### src/rtl/da_tbl_pkg.sv
package da_tbl_pkg;

   // Width of a partial sum of TAPS signed CW-bit coefficients.
   function automatic int calc_entry_w(input int cw, input int taps);
      return cw + $clog2(taps);
   endfunction

   // Width of a coefficient index.
   function automatic int calc_idx_w(input int taps);
      return (taps > 1) ? $clog2(taps) : 1;
   endfunction

endpackage

### src/rtl/da_coef_bank.sv
module da_coef_bank #(
   parameter int TAPS = 4,
   parameter int CW   = 8,
   parameter int IW   = 2
) (
   input  logic                 clk,
   input  logic                 rst_n,
   input  logic                 wr_en,
   input  logic [IW-1:0]        wr_idx,
   input  logic [CW-1:0]        wr_data,
   input  logic                 lock,
   output logic [TAPS*CW-1:0]   coef_flat
);

   always_ff @(posedge clk) begin
      if (!rst_n) begin
         coef_flat <= '0;
      end else if (wr_en && !lock && (int'(wr_idx) < TAPS)) begin
         coef_flat[int'(wr_idx)*CW +: CW] <= wr_data;
      end
   end

   // Coefficients are frozen for the length of a build.
   assert_coef_frozen_R10: assert property (@(posedge clk) disable iff (!rst_n)
      (lock && wr_en) |=> $stable(coef_flat));

endmodule

### src/rtl/da_fill_gen.sv
module da_fill_gen #(
   parameter int TAPS  = 4,
   parameter int CW    = 8,
   parameter int EW    = 10,
   parameter int LANES = 1
) (
   input  logic                 clk,
   input  logic                 rst_n,
   input  logic                 start,
   input  logic [TAPS*CW-1:0]   coef_flat,
   input  logic [EW-1:0]        rd_data,
   output logic [TAPS-1:0]      rd_addr,
   output logic                 busy,
   output logic                 fin,
   output logic                 done,
   output logic [TAPS-1:0]      wr_a0,
   output logic [EW-1:0]        wr_d0,
   output logic                 wr_en1,
   output logic [TAPS-1:0]      wr_a1,
   output logic [EW-1:0]        wr_d1
);

   localparam int SW = (LANES == 2) ? TAPS - 1 : TAPS;
   localparam logic [SW-1:0] LAST = {SW{1'b1}};
   localparam logic [TAPS-1:0] TOP_BIT = TAPS'(1) << (TAPS - 1);

   logic [SW-1:0] step;
   logic signed [EW:0] sum0_w, sum1_w;
   logic signed [EW-1:0] c_hi, c_top;
   int hi;

   always_ff @(posedge clk) begin
      if (!rst_n) begin
         busy <= 1'b0;
         done <= 1'b0;
         step <= '0;
      end else begin
         done <= 1'b0;
         if (!busy) begin
            if (start) begin
               busy <= 1'b1;
               step <= '0;
            end
         end else begin
            if (step == LAST) begin
               busy <= 1'b0;
               done <= 1'b1;
            end
            step <= step + 1'b1;
         end
      end
   end

   assign fin   = busy && (step == LAST);
   assign wr_a0 = TAPS'(step);

   // Entry a = entry(a without its top set bit) + coefficient of that bit.
   always_comb begin
      hi = 0;
      for (int i = 0; i < TAPS; i++) begin
         if (wr_a0[i]) hi = i;
      end
      rd_addr = wr_a0 & ~(TAPS'(1) << hi);
      c_hi    = EW'($signed(coef_flat[hi*CW +: CW]));
      c_top   = EW'($signed(coef_flat[(TAPS-1)*CW +: CW]));
      if (wr_a0 == '0) sum0_w = '0;
      else sum0_w = (EW+1)'($signed(rd_data)) + (EW+1)'(c_hi);
      wr_d0  = sum0_w[EW-1:0];
      sum1_w = (EW+1)'($signed(wr_d0)) + (EW+1)'(c_top);
   end

   generate
      if (LANES == 2) begin : g_dual
         assign wr_en1 = busy;
         assign wr_a1  = wr_a0 | TOP_BIT;
         assign wr_d1  = sum1_w[EW-1:0];
      end else begin : g_single
         assign wr_en1 = 1'b0;
         assign wr_a1  = '0;
         assign wr_d1  = '0;
      end
   endgenerate

   always_comb begin
      if (rst_n && busy) begin
         assert_no_overflow_R3: assert (sum0_w[EW] == sum0_w[EW-1]);
         if (LANES == 2) begin
            assert_no_overflow_lane1_R3: assert (sum1_w[EW] == sum1_w[EW-1]);
         end
      end
   end

   assert_fill_begins_at_zero_R4: assert property (@(posedge clk) disable iff (!rst_n)
      $rose(busy) |-> (step == '0));
   assert_done_single_pulse_R4: assert property (@(posedge clk) disable iff (!rst_n)
      done |=> !done);
   assert_done_after_last_R4: assert property (@(posedge clk) disable iff (!rst_n)
      fin |=> (done && !busy));

endmodule

### src/rtl/da_table_pair.sv
module da_table_pair #(
   parameter int TAPS = 4,
   parameter int EW   = 10
) (
   input  logic              clk,
   input  logic              rst_n,
   input  logic              act_bank,
   input  logic              wr_en0,
   input  logic [TAPS-1:0]   wr_a0,
   input  logic [EW-1:0]     wr_d0,
   input  logic              wr_en1,
   input  logic [TAPS-1:0]   wr_a1,
   input  logic [EW-1:0]     wr_d1,
   input  logic [TAPS-1:0]   sh_addr,
   output logic [EW-1:0]     sh_data,
   input  logic [TAPS-1:0]   lk_addr,
   output logic [EW-1:0]     lk_data
);

   localparam int DEPTH = 1 << TAPS;

   logic [EW-1:0] mem [2][DEPTH];
   logic sh_bank;

   assign sh_bank = ~act_bank;
   assign sh_data = mem[sh_bank][sh_addr];

   always_ff @(posedge clk) begin
      if (!rst_n) begin
         for (int b = 0; b < 2; b++) begin
            for (int a = 0; a < DEPTH; a++) begin
               mem[b][a] <= '0;
            end
         end
         lk_data <= '0;
      end else begin
         if (wr_en0) mem[sh_bank][wr_a0] <= wr_d0;
         if (wr_en1) mem[sh_bank][wr_a1] <= wr_d1;
         lk_data <= mem[act_bank][lk_addr];
      end
   end

endmodule

### src/rtl/da_table_reloader.sv
module da_table_reloader
   import da_tbl_pkg::*;
#(
   parameter int TAPS       = 4,
   parameter int CW         = 8,
   parameter int FILL_LANES = 1,
   localparam int EW        = calc_entry_w(CW, TAPS),
   localparam int IW        = calc_idx_w(TAPS)
) (
   input  logic             clk,
   input  logic             rst_n,
   input  logic             coef_we,
   input  logic [IW-1:0]    coef_idx,
   input  logic [CW-1:0]    coef_data,
   input  logic             load_start,
   output logic             load_busy,
   output logic             load_done,
   input  logic             swap_req,
   input  logic [TAPS-1:0]  lk_addr,
   output logic [EW-1:0]    lk_data
);

   generate
      if (TAPS < 1 || TAPS > 10) begin : g_bad_taps
         $error("TAPS must lie in 1..10");
      end
      if (CW < 2) begin : g_bad_cw
         $error("CW must be at least 2");
      end
      if (FILL_LANES != 1 && FILL_LANES != 2) begin : g_bad_lanes
         $error("FILL_LANES must be 1 or 2");
      end
      if (FILL_LANES == 2 && TAPS < 2) begin : g_bad_dual
         $error("two fill lanes need at least two taps");
      end
   endgenerate

   logic [TAPS*CW-1:0] coef_flat;
   logic [TAPS-1:0]    rd_addr, wr_a0, wr_a1;
   logic [EW-1:0]      rd_data, wr_d0, wr_d1;
   logic               wr_en1, fin;
   logic               act_bank, sh_ready, swap_pend;

   da_coef_bank #(.TAPS(TAPS), .CW(CW), .IW(IW)) i_coef (
      .clk(clk), .rst_n(rst_n), .wr_en(coef_we), .wr_idx(coef_idx),
      .wr_data(coef_data), .lock(load_busy), .coef_flat(coef_flat));

   da_fill_gen #(.TAPS(TAPS), .CW(CW), .EW(EW), .LANES(FILL_LANES)) i_gen (
      .clk(clk), .rst_n(rst_n), .start(load_start), .coef_flat(coef_flat),
      .rd_data(rd_data), .rd_addr(rd_addr), .busy(load_busy), .fin(fin),
      .done(load_done), .wr_a0(wr_a0), .wr_d0(wr_d0), .wr_en1(wr_en1),
      .wr_a1(wr_a1), .wr_d1(wr_d1));

   da_table_pair #(.TAPS(TAPS), .EW(EW)) i_tbl (
      .clk(clk), .rst_n(rst_n), .act_bank(act_bank),
      .wr_en0(load_busy), .wr_a0(wr_a0), .wr_d0(wr_d0),
      .wr_en1(wr_en1), .wr_a1(wr_a1), .wr_d1(wr_d1),
      .sh_addr(rd_addr), .sh_data(rd_data),
      .lk_addr(lk_addr), .lk_data(lk_data));

   // Bank exchange control.
   always_ff @(posedge clk) begin
      if (!rst_n) begin
         act_bank  <= 1'b0;
         sh_ready  <= 1'b0;
         swap_pend <= 1'b0;
      end else if (fin) begin
         if (swap_pend || swap_req) begin
            act_bank  <= ~act_bank;
            sh_ready  <= 1'b0;
         end else begin
            sh_ready  <= 1'b1;
         end
         swap_pend <= 1'b0;
      end else if (load_busy) begin
         if (swap_req) swap_pend <= 1'b1;
      end else if (load_start) begin
         sh_ready <= 1'b0;
      end else if (swap_req && sh_ready) begin
         act_bank <= ~act_bank;
         sh_ready <= 1'b0;
      end
   end

   assert_swap_dropped_R8: assert property (@(posedge clk) disable iff (!rst_n)
      (!load_busy && !sh_ready && swap_req) |=> $stable(act_bank));
   assert_swap_held_R9: assert property (@(posedge clk) disable iff (!rst_n)
      (load_busy && !fin) |=> $stable(act_bank));
   assert_swap_at_done_R9: assert property (@(posedge clk) disable iff (!rst_n)
      (load_done && $past(swap_pend)) |-> (act_bank != $past(act_bank)));
   assert_swap_taken_R7: assert property (@(posedge clk) disable iff (!rst_n)
      (!load_busy && !load_start && sh_ready && swap_req) |=> (act_bank != $past(act_bank)));

endmodule

### config.mk
export PLATFORM = sky130hd
export DESIGN_NAME = da_table_reloader
export DESIGN_NICKNAME = d
export VERILOG_FILES = /design/src/rtl/da_tbl_pkg.sv /design/src/rtl/da_coef_bank.sv /design/src/rtl/da_fill_gen.sv /design/src/rtl/da_table_pair.sv /design/src/rtl/da_table_reloader.sv
export SDC_FILE = /design/constraint.sdc
export NUM_CORES = 1
export LEC_CHECK = 0
export BUFFER_PORTS_ARGS = -buffer_cell sky130_fd_sc_hd__buf_2
export CAP_MARGIN = 20
export CORE_MARGIN = 5
export CORE_UTILIZATION = 50
export DETAILED_ROUTE_END_ITERATION = 8
export HOLD_SLACK_MARGIN = 0.12
export PLACE_DENSITY = 0.66
export SYNTH_ARGS = -nofsm -noshare
export SYNTH_HDL_FRONTEND = slang
export SYNTH_SLANG_ARGS = --single-unit
export TNS_END_PERCENT = 10
### constraint.sdc
create_clock -name clk -period 4.7 [get_ports clk]
set_input_delay 0.47 -clock clk [delete_from_list [all_inputs] [get_ports clk]]
set_output_delay 0.47 -clock clk [all_outputs]
set_load 0.1 [all_outputs]
==> results of run 1 <==
## flip-flops by register name, summed over array words and instances, names as in the netlist, named ones only
| register | count |
|---|---|
| i_gen.wr_a0 | 4 |
| swap_pend | 1 |
| sh_ready | 1 |
| i_tbl.lk_data | 10 |
| i_tbl.mem | 320 |
| act_bank | 1 |
| i_gen.busy | 1 |
| i_gen.done | 1 |
| i_coef.coef_flat | 32 |
## cell usage in the layout, fill, tap and decap left out, types with 18 or more instances in the layout
cell         n
buf_4       63
edfxtp_1   320
a22oi_1     36
a21oi_1     22
ha_1        18
clkbuf_16   41
mux2i_1     23
nor2b_1     54
dfxtp_1     49
mux4_2     121
o21ai_0     29
nor2_1     158
inv_1       19
nand2_1     94
buf_2       29
conb_1      20
## through the flow
step	power (W)	worst slack [ps]	hold slack, ps	std cells	instance area [µm²]
6_report	0.00735	380	259	1716	19400
5_1_grt	0.00756	128	273	1716	19400
4_1_cts	0.00737	223	249	1716	19400
3_5_place_dp	0.00435	240	472	1646	18100
3_3_place_gp	0.00434	330	441	1646	18100
2_1_floorplan	0.00415	480	432	1193	17200
## power by group
part / internal (W) / switching, W
Clock: 0.00182 / 0.00124
Sequential: 0.00371 / 0.0000519
Combinational: 0.000180 / 0.000349
Total: 0.00571 / 0.00164
## critical path: stages, from the launching register on
cell and delay, ps:
dfxtp_1 450, nor2_1 150, a21oi_4 410, buf_12 230
mux4_2 520, nand2_1 80, nand2_1 70, a211o_1 310
ha_1 330, a2111oi_0 410, o21ai_1 120, o21ai_1 140
o21ai_0 190, xnor2_2 210, nor2_2 410
## logic make-up (layout without fill, tap and decap cells)
logic type                 Yosys count  in the layout
DFF                                372            372
muxes                              147            147
xor gates and xnor gates             8              8
and+or+nand+nor                    365            365
other                                1             20
AOI/OAI and AO/OA                  154            154
buffers and inverters              108            183
adders and majority gates           19             19
## final cells by class
type	count	area [µm²]
clock buffer	50	1060
clock inverter	20	205
fill	2639	14200
inverter	19	71.3
multi-input combinational	713	6160
sequential	372	10700
tap	448	561
timing repair buffer	94	658
## per-layer routing
metal	wire length (µm)	global-route usage, %	share of wire (%)	up-vias
met5	0	0	0	-
met4	1580	7.65	3.3	0
met3	4940	4.29	10	100
met2	22300	39.3	47	621
met1	18700	35.9	39	5544
li1	-	-	-	4614
## path summary, 6_finish.rpt
kind,from,endpoint,depth (start not counted)
setup / recovery,i_gen.wr_a0[3],i_tbl.mem[1][79],14
hold / removal,swap_req,swap_pend,3
setup reg to reg,i_gen.wr_a0[3],i_tbl.mem[1][79],14
hold reg to reg,swap_pend,swap_pend,2
## what timing repair did
item / 4_1_cts / 5_1_grt
setup buffers: 0 / 0
hold endpoints to repair: 0 / 0
resized for setup: 0 / 2
setup endpoints to repair: 0 / 26
==> metrics.md, run 1 <==
| Metric | Value |
|---|---|
| Pwr dens | roughly 380 nW/µm² |
| Syn avg cell area | between 10 and 15 µm² |
| VDD IR max | 0.290 mV |
| First-pass GRT wire length | about 71000 µm |
| Setup TNS | 0 ps |
| Top post-synthesis cells by area | edfxtp_1, mux4_2, dfxtp_1 |
| Final setup viols | 0 |
| Synth Area in Compound Gates | 6.13% |
| Post-Synth Adder-Cell Area | 1.43% |
| Mux cell area share after synthesis | around 17% |
| First-iteration detailed-routing DRC count | just over 1000 |
| FP Rows | 67 |
| Ant. Diodes | 0 |
| Post-synth top cells | edfxtp_1, nor2_1, mux4_2 |
| Initial antenna violation count | 0 |
| Tcrit/Tclk final | 91.9% |
| HP Class | in2reg |
| Die X | between 150 and 200 µm |
| Clock Tree Buf Depth | 3 |
| Layout cells sized above 1 | approximately 24% |
| Least-Margin Pin Slew | approximately 1100 ps |
| Share of the synthesized area in the top cell type | between 50% and 60% |
| WS Path Type | reg2reg |
| # H-tree levels | 2 |
| Cell with the most instances after synthesis | edfxtp_1 |
| Post-synthesis sequential area ratio | 62.3% |
| # hold bufs at CTS | 0 |
| Tot GR Track Use | between 20% and 30% |
| Area leader, netlist | edfxtp_1 |
| Drt drc | 0 |
| Grt ovf | 0 |
| # nets final | ~1300 |
| Setup crit start kind | register |
| Clock skew | ~18 ps |
| Die H | 195 µm |
| Fmax achieved | ~230 MHz |
| # IOs | 31 |
| WP data required | a little under 5000 ps |
| R2r setup slk | ~380 ps |
| CP max FO | 15 |
| Synth Register Bits | between 300 and 400 |
| Clk pin slew, worst setup/hold paths | 60 ps |
| Post-synth top flop | edfxtp_1 |
| Initial Util | between 50% and 60% |
| GPL Wtd Cong | around 0.9 |
| Pins over their slew limit | 0 |
| Vias per inst | around 6.3 |
| Synthesized area | between 15000 and 20000 µm² |
| Core area | about 34000 µm² |
| CP endpoint kind | register |
| Post-DP HPWL | just over 30000 µm |
| Crit path time final | approximately 4300 ps |
| Final core occ | roughly 58% |
| Die area | between 30000 and 40000 µm² |
| Leakage Power | slightly below 7 nW |
| Outcome | finished, final reports clean |
| CTS sink count | between 300 and 400 |
| CTS root buf | clkbuf_16 |
| Largest net degree at the start of global routing | between 70 and 80 |
| Worst-skew pair later-pin latency | 530 ps |
| Unique masters post-synth | 55 |
| WL per Instance | ~28 µm |
| Post-synth EDFFs | 320 |
| Routed WL | between 40000 and 50000 µm |
| Simple-gate area share of the yosys netlist | 9.55% |
| Routed Antenna Nets | 0 |
| Synthesis-to-layout area growth | 13.3% |
| Max_cap viols | 0 |
| DRT Pass-1 Iters | 5 |
| Number of global-route vias before repair | roughly 11000 |
| Post-synthesis xor/xnor area fraction | 0.498% |
| Vias | between 10000 and 15000 |
| Post-Syn Instances | around 1200 |
| CTS tree | done |
| FFs w/ async S/R, synth | 0% |
| Arrival time worst endpoint | approximately 4600 ps |
| Synth warnings | 0 |
| PortBufs | 30 |
| Main combinational cell family by area after synthesis | multiplexers |
| Final hold viol count | 0 |
| RSZ-0062 raised after global routing | no |
| CTS Buf Count | 40 |
| Max-slew headroom | 28.9% |
No activity file was read; power rests on OpenSTA's default activity.
==> run 2: changes to the inputs <==
--- a/config.mk
+++ b/config.mk
@@ -11,6 +11,7 @@
 export CORE_UTILIZATION = 50
 export DETAILED_ROUTE_END_ITERATION = 8
 export HOLD_SLACK_MARGIN = 0.12
+export MAX_ROUTING_LAYER = met4
 export PLACE_DENSITY = 0.66
 export SYNTH_ARGS = -nofsm -noshare
 export SYNTH_HDL_FRONTEND = slang
==> run 2 against run 1 <==
Effect of this change: fmax fell by 2.3%; setup slack got worse by 100 ps; clock skew rose by 0.96 ps; largest power group unchanged; combinational power barely moved; critical path type unchanged; first-iteration DRC count rose by 23%; routed wire length rose by 1.5%; cell count rose by 0.29%; utilization fell by 0.11 points; sequential power barely moved; flip-flop and latch count did not move.
==> metrics.md, run 2 (same netlist as run 1, synthesis figures left out) <==
| Metric | Value |
|---|---|
| Outcome | finished, final reports clean |
| VDD IR max | 0.264 mV (-9.1%) |
| Cell Area, Placed | 18100 µm² (unchanged) |
| Drt drc | 0 (unchanged) |
| Least-Margin Pin Slew | 1120 ps (+61.9 ps) |
| Post-DP HPWL | 31400 µm (+1.4%) |
| Die H | 195 µm (unchanged) |
| R2r setup slk | 280 ps (-100 ps) |
| Grt ovf | 0 (unchanged) |
| Setup crit start kind | register |
| # IOs | 31 (unchanged) |
| Initial antenna violation count | 1 (+1) |
| Number of global-route vias before repair | 10833 (+0.60%) |
| Hold path endpoint | swap_pend |
| Clock Tree Buf Depth | 3 (unchanged) |
| Die area | 38000 µm² (unchanged) |
| DRT Pass-1 Iters | 5 (unchanged) |
| Crit-path max cell delay | 710 ps (+190 ps) |
| Pins over their slew limit | 0 (unchanged) |
| RSZ-0062 raised after global routing | no |
| Initial Util | 50.8% (unchanged) |
| Clock skew | 18.6 ps (+0.961 ps) |
| HP Start | swap_req |
| Reg2reg path depth | 17 (+3) |
| Most frequent cells in the layout | edfxtp_1, nor2_1, mux4_2, nand2_1, buf_4 |
| Clk pin slew, worst setup/hold paths | 60 ps (about the same) |
| CP endpoint kind | register |
| Biggest regs | i_tbl.mem: 320 flops, i_coef.coef_flat: 32 flops, i_tbl.lk_data: 10 flops |
| Core area | 33600 µm² (unchanged) |
| Most frequent CP cell | buf_4 |
| GPL Wtd Cong | 0.928 (+0.69%) |
| Layout cells sized above 1 | 24.0% (-0.094 points) |
| Worst-skew pair later-pin latency | 550 ps (+20 ps) |
| Postcts setup bufs | 0 (unchanged) |
| CTS tree | done |
| CTS root buf | clkbuf_16 |
| # nets final | 1279 (+0.078%) |
| Most flop-heavy register | i_tbl.mem |
| WL per Instance | 28.0 µm (+1.2%) |
| Final Instance Area | 19300 µm² (-0.19%) |
| Leakage Power | 6.72 nW (-0.29%) |
| Ant. Diodes | 0 (unchanged) |
| Worst reg2reg startpoint | i_gen.wr_a0[2] |
| Tcrit/Tclk final | 94.1% (+2.2 points) |
| # hold bufs at CTS | 0 (unchanged) |
| CP max FO | 31 (+16) |
| Tot GR Track Use | 26.0% (+1.1 points) |
| Setup TNS | 0 ps (unchanged) |
| Max-slew headroom | 24.8% (-4.1 points) |
| Largest net degree at the start of global routing | 76 (unchanged) |
| First-pass GRT wire length | 71200 µm (+0.54%) |
| Synthesis-to-layout area growth | 13.1% |
| Critical path buffers and inverters | 4 (+3) |
| Final hold viol count | 0 (unchanged) |
| Die X | 195 µm (unchanged) |
| Largest register FFs | 320 (unchanged) |
| Routed Antenna Nets | 0 (unchanged) |
| Layout Cells excl Fill | 1721 (+0.29%) |
| Crit path time final | 4420 ps (+102 ps) |
| R2R Path End | i_tbl.mem[1][136] |
| CTS Buf Count | 41 (+2.5%) |
| Critical path cell sequence | buf_4 > o31ai_4 > buf_4 > buf_4 > nand2_1 > a311oi_1 > nor3_1 > a31oi_1 > ha_1 > nor2b_1 > o21ai_1 > a21oi_1 > o21ai_1 > nand2b_1 > xnor2_2 > nor2_1 > buf_4 |
| CP top delay family | compound AO/OA/AOI/OAI gates |
| Most common cell after layout, fill and taps aside | edfxtp_1 |
| First-iteration detailed-routing DRC count | 1261 (+23%) |
| Vias | 10973 (+0.86%) |
| HP Class | in2reg |
| Post-Place Cells | 1646 (unchanged) |
| PortBufs | 30 (unchanged) |
| Max stage delay cell, worst path | nor2_1 |
| # H-tree levels | 2 (unchanged) |
| FP Rows | 67 (unchanged) |
| Arrival time worst endpoint | 4820 ps (+240 ps) |
| Pwr dens | 374 nW/µm² (-1.3%) |
| WP data required | 5090 ps (+130 ps) |
| WS Path Type | reg2reg |
| CTS sink count | 372 (unchanged) |
| Fmax achieved | 226 MHz (-2.3%) |
| Routed WL | 48200 µm (+1.5%) |
| WHS Path Cells | 3 (unchanged) |
| Max_cap viols | 0 (unchanged) |
| Final setup viols | 0 (unchanged) |
| Vias per inst | 6.38 (+0.57%) |
run 2: changes by cell type in the layout (fill, tap and decap cells not counted), sizes merged:
cell / previous run / this run
clkinv: 14 / 16
bufinv: 4 / 0
clkinvlp: 0 / 1
clkbuf: 50 / 54
inv: 21 / 23
run 2: area by class of cell:
| cell class | instances | area, µm² |
|---|---|---|
| well taps | 448 | 561 |
| inverters | 19 | 71.3 |
| multi-input cells | 713 | 6150 |
| fillers | 2643 | 14300 |
| clock inverters | 21 | 115 |
| repair buffers | 94 | 658 |
| flip-flops and latches | 372 | 10700 |
| clock buffers | 54 | 1110 |
run 2: worst max-delay path by stage:
stage | startpoint | endpoint | slack [ps] | depth (start not counted)
finish | i_gen.wr_a0[2] | i_tbl.mem[1][136] | 280 | 17
detailed placement | i_gen.wr_a0[2] | i_tbl.mem[1][68] | 320 | 16
global route | i_gen.wr_a0[2] | i_tbl.mem[1][136] | 60 | 17
CTS | i_gen.wr_a0[2] | i_tbl.mem[1][48] | 300 | 16
global placement | i_gen.wr_a0[2] | i_tbl.mem[1][78] | 410 | 16
floorplan | i_gen.wr_a0[1] | i_tbl.mem[1][108] | 480 | 19
run 2: tightest hold or removal path, cell delays in order:
cell     delay, ps
buf_2          120
a21oi_1         70
nor2_1          70
run 2: repair_timing:
item,4_1_cts,5_1_grt
setup endpoints to repair,0,15
hold endpoints to repair,0,0
gates resized for setup,0,1
run 2: per-layer routing:
layer / global-route usage, % / up-vias / part of all wire [%]
li1: - / 4624 / -
met1: 35.4 / 5578 / 39
met2: 38.5 / 650 / 46
met3: 6.09 / 121 / 11
met4: 10.2 / 0 / 4.2
met5: - / - / 0
run 2: power breakdown:
group	internal [W]	switching, W
Sequential	0.00371	0.0000532
Clock	0.00168	0.00127
Combinational	0.000180	0.000350
Total	0.00556	0.00167
run 2: per-stage QoR:
stage / setup slack [ps] / power (W) / utilization, % / hold WS [ps]
after floorplan: 480 / 0.00415 / - / 432
after global placement: 412 / 0.00434 / 53.8 / 440
after detailed placement: 323 / 0.00435 / 53.8 / 451
after CTS: 299 / 0.00727 / 57.5 / 203
after global routing: 63.3 / 0.00747 / 57.5 / 258
final: 278 / 0.00724 / 57.5 / 221
